===== src/rtl/cam_pkg.sv =====
package cam_pkg;
  typedef struct packed {
    logic wrStb;
    logic srchStb;
  } camCtrl_t;
endpackage


===== src/rtl/cam_ctrl.sv =====
module cam_ctrl #(
  parameter int ROWS = 8,
  localparam int AW = (ROWS > 1) ? $clog2(ROWS) : 1
) (
  input  logic                 wrEn,
  input  logic [AW-1:0]        wrAddr,
  input  logic                 srchEn,
  output cam_pkg::camCtrl_t    ctrl,
  output logic [ROWS-1:0]      rowSel
);
  always_comb begin
    ctrl.wrStb   = wrEn;
    ctrl.srchStb = srchEn;
  end

  // one-hot row decode; an index beyond ROWS selects nothing
  genvar r;
  generate
    for (r = 0; r < ROWS; r++) begin : g_dec
      assign rowSel[r] = wrEn && (wrAddr == AW'(r));
    end
  endgenerate
endmodule


===== src/rtl/cam_datapath.sv =====
module cam_datapath #(
  parameter int ROWS   = 8,
  parameter int KEY_W  = 8,
  parameter int DATA_W = 16
) (
  input  logic                 clk,
  input  logic                 rstN,
  input  cam_pkg::camCtrl_t    ctrl,
  input  logic [ROWS-1:0]      rowSel,
  input  logic [KEY_W-1:0]     wrKey,
  input  logic [DATA_W-1:0]    wrData,
  input  logic                 wrValid,
  input  logic [KEY_W-1:0]     srchKey,
  output logic                 hit,
  output logic [DATA_W-1:0]    rdData,
  output logic [ROWS-1:0]      matchVec,
  output logic [ROWS-1:0]      grantVec,
  output logic [ROWS-1:0]      validVec
);
  logic [KEY_W-1:0]  keyQ  [ROWS];
  logic [DATA_W-1:0] dataQ [ROWS];
  logic [ROWS-1:0]   validQ;
  logic [DATA_W-1:0] selData;
  logic              anyMatch;

  // storage: valid bits reset, payload does not need it
  always_ff @(posedge clk or negedge rstN) begin
    if (!rstN) begin
      validQ <= '0;
    end else if (ctrl.wrStb) begin
      for (int r = 0; r < ROWS; r++) begin
        if (rowSel[r]) validQ[r] <= wrValid;
      end
    end
  end

  always_ff @(posedge clk) begin
    if (ctrl.wrStb) begin
      for (int r = 0; r < ROWS; r++) begin
        if (rowSel[r]) begin
          keyQ[r]  <= wrKey;
          dataQ[r] <= wrData;
        end
      end
    end
  end

  assign validVec = validQ;

  // per-row match line: NOR of bitwise mismatches, gated by valid
  genvar g;
  generate
    for (g = 0; g < ROWS; g++) begin : g_row
      logic [KEY_W-1:0] missBits;
      assign missBits    = keyQ[g] ^ srchKey;
      assign matchVec[g] = validQ[g] & ~(|missBits);
    end
  endgenerate

  // fixed priority: lowest matching row owns the data select
  always_comb begin
    logic taken;
    taken = 1'b0;
    for (int r = 0; r < ROWS; r++) begin
      grantVec[r] = matchVec[r] & ~taken;
      taken       = taken | matchVec[r];
    end
  end

  // select lines act as word lines: wired-OR of the granted word
  always_comb begin
    selData = '0;
    for (int r = 0; r < ROWS; r++) begin
      selData = selData | ({DATA_W{grantVec[r]}} & dataQ[r]);
    end
  end

  assign anyMatch = |matchVec;

  always_ff @(posedge clk or negedge rstN) begin
    if (!rstN) begin
      hit    <= 1'b0;
      rdData <= '0;
    end else if (ctrl.srchStb) begin
      hit    <= anyMatch;
      rdData <= selData;
    end
  end
endmodule


===== src/rtl/cam_lookup.sv =====
module cam_lookup #(
  parameter int ROWS   = 8,
  parameter int KEY_W  = 8,
  parameter int DATA_W = 16,
  localparam int AW = (ROWS > 1) ? $clog2(ROWS) : 1
) (
  input  logic              clk,
  input  logic              rstN,
  input  logic              wrEn,
  input  logic [AW-1:0]     wrAddr,
  input  logic [KEY_W-1:0]  wrKey,
  input  logic [DATA_W-1:0] wrData,
  input  logic              wrValid,
  input  logic              srchEn,
  input  logic [KEY_W-1:0]  srchKey,
  output logic              hit,
  output logic [DATA_W-1:0] rdData
);
  cam_pkg::camCtrl_t ctrl;
  logic [ROWS-1:0]   rowSel;
  logic [ROWS-1:0]   matchVec;
  logic [ROWS-1:0]   grantVec;
  logic [ROWS-1:0]   validVec;

  cam_ctrl #(.ROWS(ROWS)) u_ctrl (
    .wrEn(wrEn), .wrAddr(wrAddr), .srchEn(srchEn),
    .ctrl(ctrl), .rowSel(rowSel)
  );

  cam_datapath #(.ROWS(ROWS), .KEY_W(KEY_W), .DATA_W(DATA_W)) u_dp (
    .clk(clk), .rstN(rstN), .ctrl(ctrl), .rowSel(rowSel),
    .wrKey(wrKey), .wrData(wrData), .wrValid(wrValid), .srchKey(srchKey),
    .hit(hit), .rdData(rdData),
    .matchVec(matchVec), .grantVec(grantVec), .validVec(validVec)
  );
endmodule


===== config.mk =====
export PLATFORM = sky130hd
export DESIGN_NAME = cam_lookup
export DESIGN_NICKNAME = d
export VERILOG_FILES = /design/src/rtl/cam_pkg.sv /design/src/rtl/cam_ctrl.sv /design/src/rtl/cam_datapath.sv /design/src/rtl/cam_lookup.sv
export SDC_FILE = /design/constraint.sdc
export NUM_CORES = 1
export LEC_CHECK = 0
export BUFFER_PORTS_ARGS = -buffer_cell sky130_fd_sc_hd__buf_4
export CORE_MARGIN = 3
export CORE_UTILIZATION = 54
export CTS_CLUSTER_SIZE = 40
export DETAILED_ROUTE_END_ITERATION = 10
export HOLD_SLACK_MARGIN = 0.15
export PLACE_DENSITY = 0.75
export SYNTH_ARGS = -nofsm -noshare
export SYNTH_HDL_FRONTEND = slang
export SYNTH_SLANG_ARGS = --single-unit

===== constraint.sdc =====
create_clock -name clk -period 2.21 [get_ports clk]
set_input_delay 0.3315 -clock clk [delete_from_list [all_inputs] [get_ports clk]]
set_output_delay 0.3315 -clock clk [all_outputs]
set_load 0.1 [all_outputs]

# ---- After elaboration in Yosys (flattened, before gate mapping)
# Memories as Yosys holds them, arrays and structs flattened.
# Cells that the tools add are included.
dict set report totals {
  ff_bits 25
  ram_bits 192
  in_bits 40
  out_inout_bits 17
  n_memories 2
}
# name words word_bits rd rd_ports_with_merged_regs write_ports line_no
set mem_list {}
lappend mem_list {u_dp.dataQ 8 16 8 0 1 cam_datapath.sv:21} ;# logic [DATA_W-1:0] dataQ [ROWS];
lappend mem_list {u_dp.keyQ 8 8 8 0 1 cam_datapath.sv:20} ;# logic [KEY_W-1:0] keyQ [ROWS];
dict set report classes {
  eq_ne 7
  mux 66
  bitwise_logic 59
  n_reduce_logical 40
}
# cell count
set op_table {}
lappend op_table {{AND 16 bit} 8}
lappend op_table {{OR reduction 8 bit} 16}
lappend op_table {{two-way mux 16 bit} 7}
lappend op_table {{OR 16 bit} 7}
lappend op_table {{OR reduction 16 bit} 7}
lappend op_table {{bitwise XOR 8 bit} 8}
lappend op_table {{two-way mux 8 bit} 7}
lappend op_table {{two-way mux 3 bit} 14}
lappend op_table {{two-way mux 1 bit} 38}
lappend op_table {{AND reduction 2 bit} 8}
lappend op_table {{AND 1 bit} 15}
lappend op_table {{NOT 1 bit} 15}
lappend op_table {{equality test 3 bit, second input constant} 4}
lappend op_table {{logical AND 1 bit} 8}
lappend op_table {{equality test 3 x 2 -> 1 bit, second input constant} 2}
lappend op_table {{OR 1 bit} 6}
lappend op_table {{equality test 3 x 1 -> 1 bit, second input constant} 1}
lappend op_table {{zero test 3 bit} 1}

# ---- Longest topological paths before layout
dict set report logic_depth {
  depth_word 14
  depth_mapped 10
  ltp_nobuf 7
}

# ---- Cells and area by module
# From an unflattened synthesis, not the netlist that was laid out.
dict set report hier_totals {
  cells_unflattened 603
  hier_area_um2 9210.1
}
# mod instances cells_per_inst area_per_inst_um2 seq_area_each_um2
set by_module_without_submodules {}
lappend by_module_without_submodules {cam_datapath 1 593 9100.0 6391.1}
lappend by_module_without_submodules {cam_ctrl 1 10 110.1 0.0}

# ---- Worst setup path after synthesis
# Ideal clock, no wire load.
dict set report synth_path {
  path_type {input port to flip-flop}
  startpoint {input port wrAddr[1]}
  endpoint {register u_dp.validQ[0], in the netlist u_dp.validVec[0]}
  arrival_ns 2.698
  setup_slack_ns -0.612
  cell_stages 3
  cell_sequence {nand2b_1 -> nor3_1 -> mux2_2}
}
dict set report synth_via {
  elab_chain_len 3
}
# element line_no
set synth_rtl {}
lappend synth_rtl {{from (decl)} cam_lookup.sv:10} ;# input logic [AW-1:0] wrAddr,
lappend synth_rtl {{zero test 3 bit} cam_ctrl.sv:20} ;# assign rowSel[r] = wrEn && (wrAddr == AW'(r));
lappend synth_rtl {{logical AND 1 bit} cam_ctrl.sv:20}
lappend synth_rtl {{AND reduction 2 bit (no source line)} -}
lappend synth_rtl {{to (signal, indexed assignment)} cam_datapath.sv:32} ;# if (rowSel[r]) validQ[r] <= wrValid;
lappend synth_rtl {{to (decl)} cam_datapath.sv:22} ;# logic [ROWS-1:0] validQ;
# No other way between the ends.
# A chain may end at the register's enable or synchronous reset.

==> results.md <==
- For this run, the total global-route usage over all layers was measured as 0.2371.
- The analysis attributes to net switching a power of 2.041 mW.
- The share of the core filled with cells in the final layout is 0.7183.
- The critical-path cell with the highest stage delay is sky130_fd_sc_hd__or4b_4.
- The data arrival time of the critical path is 2670 ps.
- The combinational share of power is 0.089.
- The number of cells traversed by the worst register-to-register path is 7.
- For this configuration, the core starts out at a cell density of 0.5648.
- During I/O placement, the number of pins put on the boundary was 57.
- Hold is met by 308.3 ps.
- The number of diodes added for antenna fixing is 0.
- For this run, the slowest stage of the critical path takes 610 ps.
- The port buffer count is 56.
- The cell area that synthesis handed to floorplanning was 0.008777 mm².
- The share of total power dissipated in the clock network is 0.394.
- The worst clock skew on the final layout is 14.66 ps.
- The number of max-capacitance violations reported is 0.
- The first TritonRoute pass finished after 5 iterations.
- In this run, CTS created clock tree buffers numbering 22.
- The floorplan row count is 45.
- The type of origin of the critical path is a register.
- The largest net degree at the start of global routing is 41.
- In the final layout, the share of cells above drive strength 1 is 0.2769.
- The number of buffers on the longest clock path is 3.
- The tree is rooted in a sky130_fd_sc_hd__clkbuf_16.
- The upper clock frequency limit is 0.4373 GHz.
- The clock insertion delay at the later pin of the skew report is 510 ps.
- The power density relative to cell area is 818.1 mW/mm².
- Yosys printed 0 warnings.
- Setup total negative slack on the finished layout was measured at -501.2 ps.
- The final routed wirelength across all metal layers is 21360 µm.
- Of the total power, the share spent switching nets is 0.2235.
- Across the VDD grid, the largest voltage drop is 638.6 µV.
- The remaining design rule violation count is 0.
- The global-route wire length before repair is 32260 µm.
- The share of total power dissipated in sequential elements is 0.517.
- The post-synthesis cell type count is 45.
- The total overflow left after global routing is 0.
- For this run, asynchronously set or reset flops after synthesis account for 0.1152.
- The post-placement cell count is 880.
- The clock-pin transition on the worst setup and hold timing paths is 60 ps.
- The number of antenna violations at the first check in global routing came to 0.
- The measured slew at the worst slew-check pin is 612.6 ps.
- The area of the core region is 0.01554 mm².
- After the flow finishes, the layout carries non-filler instances totaling 955.
- The kind of cell with the highest combined delay along the critical path is simple AND/OR/NAND/NOR gates.
- The prevailing post-synth register cell is sky130_fd_sc_hd__edfxtp_1.
- The number of failing hold endpoints at the final stage is 0.
- The tightest min-delay check is of the input port to async pin type.
- CTS built an H-tree with a depth of 1.
- The clock tree from TritonCTS is built.
- The capturing element type of the critical path is a register.
- The critical path starts at u_dp.keyQ[0][14].
- The final reports fail on negative setup slack.
- CTS saw 217 sinks.
- The launch instance of the worst register-to-register path is u_dp.keyQ[0][14].
- After layout, the worst setup slack is -76.59 ps.
- In this run the worst path has a maximum fanout of 11.
- Setup repair after global routing could not meet its margin everywhere.
- The leakage power summed over all cells is 4.043 nW.
- In this run, the number of DRC markers left after iteration 0 of detailed routing was 486.
- The number of buffers and inverters on the critical path is 1.
- Routability-driven placement finished with a final weighted congestion of 0.7883.
- The relative area change from synthesis to final layout is 27.17%.
- The number of max-slew violations in the final report is 0.
- The synthesized design contains 217 register bits.
- Setup violations remaining at the end of the flow were counted as 15.
- The detailed placer's ending HPWL is 12360 µm.
- The required time of the critical path is 2590 ps.
- The height of the chip is 133.5 µm.
- The part of the Yosys area used for sequential elements is 0.7282.
- The final layout net count is 768.
- The average wire length per cell after detail routing is 22.37 µm.
- The cell-internal power is 7.091 mW.
- The post-synthesis area per instance is 14.98 µm².
- Headroom to the max-slew limit came out at 0.5912.
- The die covers 0.01782 mm².
- For the finished layout, the period the worst path requires is 2287 ps.
- Synthesis produced 586 cells.
- The endpoint identified for the worst register-to-register timing path is u_dp.rdData[5].
- The width of the die is 133.5 µm.
- The routed layout has 5660 vias.
- The setup check on the worst reg-to-reg path leaves a slack of -80 ps.
- The start-to-end type of the worst setup path is register to register.
- The count of flip-flops with a built-in enable after synthesis is 192.
- The number of antenna-violating nets in the routed design is 0.
- The run finished, with violations left.
- The number of global-route vias before repair is 5837.
- Of the available clock period, the critical path in the final layout requires 1.035.
- Walking the worst path, the cells encountered are xnor2_2, nand4_1, or4b_4, buf_6, a41o_1, a221oi_2, o22ai_1.
- When the netlist entered floorplanning its net count stood at 626.
- Using the TritonRoute via totals, the vias-per-cell ratio works out to 5.927.
routing by layer:
metal,global-route usage,vias up,part of all wire
met3,0.03588,39,0.076
met2,0.4114,257,0.52
met4,0.08629,0,0.025
met1,0.3061,2855,0.38
li1,-,2509,-
met5,0,-,0
cell families (layout without fill, tap and decap cells):
kind of cell           after synthesis  after routing  share of synthesized area
AND/OR/NAND/NOR                    139            140                    0.08040
AO/OA/AOI/OAI                       88             88                    0.08382
multiplexers                         8              8                    0.01026
buffers and inverters               70            227                    0.03350
flip-flops                         217            217                     0.7282
XOR/XNOR                            64             64                    0.06386
area by class of cell:
cell class | count | area [µm²]
well taps | 211 | 264.0
clock buffers | 32 | 649.4
repair buffers | 147 | 1304
clock inverters | 8 | 56.30
flip-flops and latches | 217 | 6391
fillers | 1004 | 4378
multi-input cells | 300 | 2347
inverters | 40 | 150.1
worst max path at each step:
stage | depth (start not counted) | slack, ps | to
floorplan | 10 | -0.4 | u_dp.rdData[1]
global placement | 9 | -320 | u_dp.rdData[3]
detailed placement | 9 | -400 | u_dp.rdData[2]
CTS | 7 | -90 | u_dp.rdData[10]
global route | 7 | -180 | u_dp.rdData[15]
finish | 7 | -80 | u_dp.rdData[5]
layout by cell type, fill, tap and decap left out, drive strengths merged, types with 3 or more instances in the layout:
master,n
o211ai,21
a211oi,9
dlygate4sd3,26
inv,40
nand2b,3
o41ai,5
o221ai,6
clkbuf,32
o211a,6
nor4,7
mux2,8
edfxtp,192
nand3b,7
nor3,9
nand2,17
or3,3
nand3,30
nand4,9
o22ai,6
buf,121
xor2,24
and4,3
nor2,48
o311ai,6
a41oi,3
a221oi,8
xnor2,40
dfrtp,25
a41o,10
clkinv,7
metrics by stage:
step                      total power [mW]  setup WS [ps]  area, µm²
after floorplan                      5.226        -0.3531       8867
after global routing                 9.379         -181.7      11160
after detailed placement             5.536         -404.0       9915
after CTS                            9.157         -85.38      11060
after global placement               5.504         -322.2       9915
final                                9.132         -76.59      11160
worst reg2reg max path, cell delays in order (launching register included):
cell and delay, ps:
sky130_fd_sc_hd__edfxtp_1 430, sky130_fd_sc_hd__xnor2_2 160, sky130_fd_sc_hd__nand4_1 220, sky130_fd_sc_hd__or4b_4 610, sky130_fd_sc_hd__buf_6 180, sky130_fd_sc_hd__a41o_1 260
sky130_fd_sc_hd__a221oi_2 200, sky130_fd_sc_hd__o22ai_1 120
Yosys cell counts (7+ instances only):
| cell | n | area (µm²) |
|---|---|---|
| sky130_fd_sc_hd__nand3b_1 | 7 | 52.55 |
| sky130_fd_sc_hd__nor2_1 | 48 | 180.2 |
| sky130_fd_sc_hd__nor3_1 | 7 | 35.03 |
| sky130_fd_sc_hd__a41o_1 | 10 | 100.1 |
| sky130_fd_sc_hd__mux2_2 | 8 | 90.09 |
| sky130_fd_sc_hd__nand4_1 | 8 | 50.05 |
| sky130_fd_sc_hd__clkbuf_1 | 16 | 60.06 |
| sky130_fd_sc_hd__nand2_1 | 17 | 63.81 |
| sky130_fd_sc_hd__o211ai_1 | 21 | 157.7 |
| sky130_fd_sc_hd__xor2_1 | 24 | 210.2 |
| sky130_fd_sc_hd__nand3_1 | 29 | 145.1 |
| sky130_fd_sc_hd__inv_1 | 40 | 150.1 |
| sky130_fd_sc_hd__a211oi_1 | 8 | 60.06 |
| sky130_fd_sc_hd__xnor2_1 | 40 | 350.3 |
| sky130_fd_sc_hd__edfxtp_1 | 192 | 5766 |
| sky130_fd_sc_hd__buf_2 | 10 | 50.05 |
| sky130_fd_sc_hd__dfrtp_1 | 25 | 625.6 |
what timing repair did:
action / CTS / global route
setup endpoints to repair: 16 / 17
pin swaps: 7 / 8
hold endpoints to repair: 225 / 0
hold buffers: 26 / 0
setup buffers: 4 / 3
gates resized for setup: 29 / 13
cloned: 2 / 0
power by group through the flow:
stage                     Sequential [mW]  Combinational (mW)  Clock, mW
after detailed placement             4.80               0.738          0
final                                4.72               0.809       3.60
after global placement               4.79               0.714          0
after global routing                 4.73               0.859       3.79
after floorplan                      4.94               0.287          0
after CTS                            4.72               0.793       3.65
registers in the layout, indices dropped and copies added, names as in the netlist:
register       count
u_dp.keyQ         64
u_dp.validVec      8
u_dp.rdData       16
u_dp.hit           1
u_dp.dataQ       128
Note: power is estimated with default switching activity, not from simulation.
